===== src/rtl/cmpcap_pkg.sv =====
package cmpcap_pkg;
  typedef enum logic [1:0] {
    SEL_OUTPUT = 2'b00,
    SEL_IN_A   = 2'b01,
    SEL_IN_B   = 2'b10,
    SEL_IN_C   = 2'b11
  } chan_sel_e;

  function automatic logic is_input(input logic [1:0] sel);
    return sel != SEL_OUTPUT;
  endfunction
endpackage


===== src/rtl/cc_access_lock.sv =====
module cc_access_lock (
  input  logic clk,
  input  logic rst,
  input  logic rd_hi,
  input  logic rd_lo,
  input  logic wr_hi,
  input  logic wr_lo,
  output logic rd_busy,
  output logic wr_busy
);
  always_ff @(posedge clk) begin
    if (rst) begin
      rd_busy <= 1'b0;
      wr_busy <= 1'b0;
    end else begin
      if (rd_hi)      rd_busy <= 1'b1;
      else if (rd_lo) rd_busy <= 1'b0;
      if (wr_hi)      wr_busy <= 1'b1;
      else if (wr_lo) wr_busy <= 1'b0;
    end
  end

  assert_rd_lock_open_R8: assert property (@(posedge clk) disable iff (rst)
    (!rd_busy && !rd_hi) |=> !rd_busy);
  assert_wr_lock_open_R5: assert property (@(posedge clk) disable iff (rst)
    (!wr_busy && !wr_hi) |=> !wr_busy);
endmodule


===== src/rtl/cc_preload_reg.sv =====
module cc_preload_reg #(
  parameter int BYTE_W = 8,
  localparam int DATA_W = 2 * BYTE_W,
  localparam int LANES  = DATA_W / BYTE_W
) (
  input  logic              clk,
  input  logic              rst,
  input  logic              in_mode,
  input  logic              wr_hi,
  input  logic              wr_lo,
  input  logic [BYTE_W-1:0] wdata,
  input  logic              rd_hi,
  input  logic              rd_lo,
  input  logic              rd_busy,
  input  logic              cap_xfer,
  input  logic [DATA_W-1:0] shadow,
  output logic [DATA_W-1:0] preload,
  output logic [BYTE_W-1:0] rdata
);
  logic [LANES-1:0] lane_we;
  assign lane_we = {wr_hi, wr_lo};

  for (genvar b = 0; b < LANES; b++) begin : g_lane
    always_ff @(posedge clk) begin
      if (rst)
        preload[b*BYTE_W +: BYTE_W] <= '0;
      else if (cap_xfer)
        preload[b*BYTE_W +: BYTE_W] <= shadow[b*BYTE_W +: BYTE_W];
      else if (lane_we[b])
        preload[b*BYTE_W +: BYTE_W] <= wdata;
    end
  end

  always_ff @(posedge clk) begin
    if (rst)        rdata <= '0;
    else if (rd_hi) rdata <= preload[DATA_W-1:BYTE_W];
    else if (rd_lo) rdata <= preload[BYTE_W-1:0];
  end

  assert_preload_frozen_R8: assert property (@(posedge clk) disable iff (rst)
    (in_mode && rd_busy) |=> $stable(preload));
endmodule


===== src/rtl/cc_shadow_reg.sv =====
module cc_shadow_reg #(
  parameter int DATA_W = 16
) (
  input  logic              clk,
  input  logic              rst,
  input  logic              in_mode,
  input  logic              preload_en,
  input  logic              update_evt,
  input  logic              cap_evt,
  input  logic              cap_xfer,
  input  logic              wr_busy,
  input  logic [DATA_W-1:0] counter,
  input  logic [DATA_W-1:0] preload,
  output logic [DATA_W-1:0] shadow,
  output logic              cap_pend,
  output logic              match
);
  logic upd_pend;
  logic cmp_copy;

  assign cmp_copy = !in_mode && !wr_busy &&
                    (!preload_en || update_evt || upd_pend);

  always_ff @(posedge clk) begin
    if (rst)           shadow <= '0;
    else if (cap_evt)  shadow <= counter;
    else if (cmp_copy) shadow <= preload;
  end

  always_ff @(posedge clk) begin
    if (rst || !in_mode) cap_pend <= 1'b0;
    else if (cap_evt)    cap_pend <= 1'b1;
    else if (cap_xfer)   cap_pend <= 1'b0;
  end

  always_ff @(posedge clk) begin
    if (rst || in_mode)                        upd_pend <= 1'b0;
    else if (cmp_copy)                         upd_pend <= 1'b0;
    else if (preload_en && update_evt && wr_busy) upd_pend <= 1'b1;
  end

  always_ff @(posedge clk) begin
    if (rst) match <= 1'b0;
    else     match <= !in_mode && (counter == shadow);
  end

  assert_shadow_hold_R5: assert property (@(posedge clk) disable iff (rst)
    (!in_mode && wr_busy) |=> $stable(shadow));
  assert_capture_load_R7: assert property (@(posedge clk) disable iff (rst)
    (in_mode && cap_evt) |=> (shadow == $past(counter)));
  assert_no_pend_output_R7: assert property (@(posedge clk) disable iff (rst)
    !in_mode |=> !cap_pend);
  assert_match_input_R10: assert property (@(posedge clk) disable iff (rst)
    in_mode |=> !match);
endmodule


===== src/rtl/cmpcap_reg.sv =====
module cmpcap_reg
  import cmpcap_pkg::*;
#(
  parameter int BYTE_W = 8,
  localparam int DATA_W = 2 * BYTE_W
) (
  input  logic              clk,
  input  logic              rst,
  input  logic [1:0]        chan_sel,
  input  logic              preload_en,
  input  logic              update_evt,
  input  logic              capture_in,
  input  logic              sw_capture,
  input  logic [DATA_W-1:0] counter,
  input  logic              wr_hi,
  input  logic              wr_lo,
  input  logic [BYTE_W-1:0] wdata,
  input  logic              rd_hi,
  input  logic              rd_lo,
  output logic [BYTE_W-1:0] rdata,
  output logic [DATA_W-1:0] shadow_val,
  output logic              match,
  output logic              capture_flag,
  output logic              overcapture
);
  logic in_mode, cap_evt, cap_xfer, cap_pend;
  logic rd_busy, wr_busy, wr_hi_q, wr_lo_q;
  logic [DATA_W-1:0] preload;

  assign in_mode  = is_input(chan_sel);
  assign cap_evt  = in_mode && (capture_in || sw_capture);
  assign wr_hi_q  = wr_hi && !in_mode;
  assign wr_lo_q  = wr_lo && !in_mode;
  assign cap_xfer = in_mode && cap_pend && !rd_busy;

  cc_access_lock u_lock (
    .clk(clk), .rst(rst), .rd_hi(rd_hi), .rd_lo(rd_lo),
    .wr_hi(wr_hi_q), .wr_lo(wr_lo_q), .rd_busy(rd_busy), .wr_busy(wr_busy)
  );

  cc_preload_reg #(.BYTE_W(BYTE_W)) u_pre (
    .clk(clk), .rst(rst), .in_mode(in_mode), .wr_hi(wr_hi_q), .wr_lo(wr_lo_q),
    .wdata(wdata), .rd_hi(rd_hi), .rd_lo(rd_lo), .rd_busy(rd_busy),
    .cap_xfer(cap_xfer), .shadow(shadow_val), .preload(preload), .rdata(rdata)
  );

  cc_shadow_reg #(.DATA_W(DATA_W)) u_shd (
    .clk(clk), .rst(rst), .in_mode(in_mode), .preload_en(preload_en),
    .update_evt(update_evt), .cap_evt(cap_evt), .cap_xfer(cap_xfer),
    .wr_busy(wr_busy), .counter(counter), .preload(preload),
    .shadow(shadow_val), .cap_pend(cap_pend), .match(match)
  );

  always_ff @(posedge clk) begin
    if (rst) begin
      capture_flag <= 1'b0;
      overcapture  <= 1'b0;
    end else if (cap_evt) begin
      capture_flag <= 1'b1;
      if (capture_flag) overcapture <= 1'b1;
    end else if (rd_lo) begin
      capture_flag <= 1'b0;
      overcapture  <= 1'b0;
    end
  end

  assert_overcapture_set_R9: assert property (@(posedge clk) disable iff (rst)
    (cap_evt && capture_flag) |=> overcapture);
  assert_input_write_ignored_R3: assert property (@(posedge clk) disable iff (rst)
    (in_mode && !cap_xfer) |=> $stable(preload));
endmodule


===== config.mk =====
export PLATFORM = sky130hd
export DESIGN_NAME = cmpcap_reg
export DESIGN_NICKNAME = d
export VERILOG_FILES = /design/src/rtl/cmpcap_pkg.sv /design/src/rtl/cc_access_lock.sv /design/src/rtl/cc_preload_reg.sv /design/src/rtl/cc_shadow_reg.sv /design/src/rtl/cmpcap_reg.sv
export SDC_FILE = /design/constraint.sdc
export NUM_CORES = 1
export LEC_CHECK = 0
export ABC_AREA = 0
export BUFFER_PORTS_ARGS = -buffer_cell sky130_fd_sc_hd__buf_2
export CORE_MARGIN = 5
export CORE_UTILIZATION = 29
export CTS_BUF_LIST = sky130_fd_sc_hd__clkbuf_16
export DETAILED_ROUTE_END_ITERATION = 12
export PLACE_DENSITY = 0.49
export SYNTH_ARGS = -nofsm -noshare
export SYNTH_HDL_FRONTEND = slang
export SYNTH_HIERARCHICAL = 1
export SYNTH_SLANG_ARGS = --single-unit

===== constraint.sdc =====
create_clock -name clk -period 3.8 [get_ports clk]
set_input_delay 0 -clock clk [delete_from_list [all_inputs] [get_ports clk]]
set_output_delay 0 -clock clk [all_outputs]
set_load 0.02 [all_outputs]

==> metrics <==
fin crit period=approximately 1.8 ns; Routed Antenna Nets=0; initial antenna violation count=0; sequential area share after synthesis=slightly below 40%; total number of vias=~1.9k; critical path's slowest cell=nor3b_2; Synth Instances=between 200 and 250; cts hold-fix bufs=0; post-synth top area cell=dfxtp_1; crit path cell chain=nor3b_2 > inv_2 > a211oi_1; buffers added on ports=62; P_int=around 0.88 mW; area post-placement=approximately 2800 um2; sw power=roughly 0.37 mW; Final period util=~49%; RePlAce Congestion=between 0.7 and 0.8; Root Driver=clkbuf_16; final setup fails=0; post-route cell area=2917 um2; worst hold start=update_evt; family with the most delay on the worst path=simple AND/OR/NAND/NOR gates; Syn Nets=around 270; Max-Cap Viols=0; vias in the first global route=1921; Top Usage Layer GRT=met2; # rows=33; drt drc=0; slowest stage delay, CP=0.76 ns; Worst IR Drop VDD=approximately 0.17 mV; post-cts resize count=0; total wire length=roughly 6600 um; worst setup path category=flop to flop; worst path bufs/invs=1; Yosys reg bits=47; clk buf depth=2; Ys Warns=6; CP startpoint kind=flop; sequential share of power=between 40% and 50%; P_leak=between 1 and 1.5 nW; I/O pins=63; reg2reg start=u_lock/rd_busy; Hold WC Path Type=input pin to flop; CORE AREA=approximately 8200 um2; clk slew on worst S/H paths=about 0.06 ns; Starting DRT DRC Count=between 60 and 70; initial core utilization=slightly below 30%; worst slew pin tran=slightly above 0.9 ns; Die Y=~100 um; Synth area leaders=dfxtp_1 39%, mux2i_1 16%, a211oi_2 12%; met3 usage=3.444%; count of different cell masters after synthesis=26; Slew headroom=about two fifths; wire per inst=roughly 17 um; Switching Share=about 30%; clk sinks=47; grt met2 use=around 21%; commonest non-fill, non-tap cells in the layout=62 x buf_2, 47 x dfxtp_1, 40 x mux2i_1; status=finished, final reports clean; setup tns final=0 ns; fill count=between 800 and 900; Pwr Density=~430 nW/um2; grt total ovfl=0; drt via density=roughly 4.8; clock skew=0.005270 ns; Worst setup startpoint=u_lock/rd_busy; Comb power frac=about a fifth; H-tree depth=2; Clock power frac=between 30 and 40%; worst hold slack=0.05255 ns; Final #Nets=~320; RSZ-0062 raised after global routing=false; drt pass-1 iters=4; max-slew violation total from the final report=0; P&R area growth vs syn=19.91%; Critical Path Sink Type=flop; met1 GRT Util=between 10% and 20%; commonest non-fill, non-tap cell in the layout=buf_2; Tot GR Track Use=a little over an eighth; Power Total=1.243 mW; Worst Path Arrival=roughly 2.0 ns; Syn Area/Cell=about 11 um2; CTS tree=built; Post-Syn Area=2432 um2; CTS buffer count=5; Post-CTS Setup Bufs=0; fmax=0.5426 GHz; hpwl dp=~4600 um; CP Max Fanout=18; Worst-Skew Late Latency=about 0.28 ns; largest net degree at the start of global routing=34; share of layout cells above drive strength 1=a little over a third; die area=around 10000 um2; first-pass GRT wire length=about 10000 um; WP data required=around 4.0 ns; final hold violations=0; Yosys top cell area share=between 30% and 40%; diodes inserted=0; die width=approximately 100 um
[cells in the mapped netlist]
library cell / n
a211oi_1: 16
a211oi_2: 24
a21oi_1: 6
and2_1: 2
buf_2: 5
buf_4: 2
buf_6: 6
clkbuf_1: 1
dfxtp_1: 47
inv_1: 6
inv_2: 2
mux2i_1: 40
nand2_1: 1
nand2b_1: 2
nand4_1: 1
nor2_1: 18
nor2b_1: 24
nor3_1: 1
nor3b_1: 2
nor3b_2: 1
nor4_1: 4
nor4b_1: 1
o21ai_2: 1
o22a_2: 1
o31ai_4: 1
xor2_1: 16
[tightest hold or removal path, cell delays in order]
cell and delay, ns:
buf_2 0.11, a21oi_1 0.12, nor4b_1 0.06
[power groups by stage]
stage	clock network [mW]	registers, mW	logic [mW]
global placement	0	0.585	0.256
finish	0.414	0.573	0.256
floorplan	0	0.603	0.158
CTS	0.429	0.574	0.259
detailed placement	0	0.584	0.258
global route	0.451	0.580	0.280
[per-layer routing]
metal	wire length (um)	up-vias
li1	-	937
met1	3200	886
met2	2967	47
met3	343	5
met4	39	0
met5	0	-
[kinds of logic after synthesis]
kind of cell | synth area share [%]
simple gates | 13.12
compound gates | 20.17
flops | 38.68
mux | 16.46
buf+inv | 5.812
xor+xnor | 5.761
[area by class of cell]
cell class	count	area [um2]	area share [%]
multi-input cells	162	1355	46.46
inverters	8	30.03	1.030
well taps	105	131.4	4.505
clock inverters	2	8.758	0.3003
flip-flops and latches	47	940.9	32.26
repair buffers	64	325.3	11.15
clock buffers	5	125.1	4.290
[state kept, by name, indices dropped and copies added (netlist names)]
signal	count
u_pre/preload	16
u_shd/shadow	16
u_pre/rdata	8
capture_flag	1
overcapture	1
u_lock/rd_busy	1
u_lock/wr_busy	1
u_shd/cap_pend	1
u_shd/match	1
u_shd/upd_pend	1
[per-stage QoR]
step / cells / setup WS (ns) / util (%)
after global routing: 393 / 1.693 / 35.67
after detailed placement: 386 / 1.867 / 34.04
final: 393 / 1.957 / 35.67
after CTS: 393 / 1.848 / 35.67
after floorplan: 231 / 2.415 / -
after global placement: 386 / 1.905 / 34.04
[final timing paths]
| path | end | slack [ns] | cells past startpoint |
|---|---|---|---|
| setup / recovery | u_pre/preload[2] | 1.96 | 3 |
| hold / removal | u_shd/upd_pend | 0.05 | 3 |
| setup reg to reg | u_pre/preload[2] | 1.96 | 3 |
| hold reg to reg | overcapture | 0.45 | 2 |
Note: power is estimated with default switching activity, not from simulation.
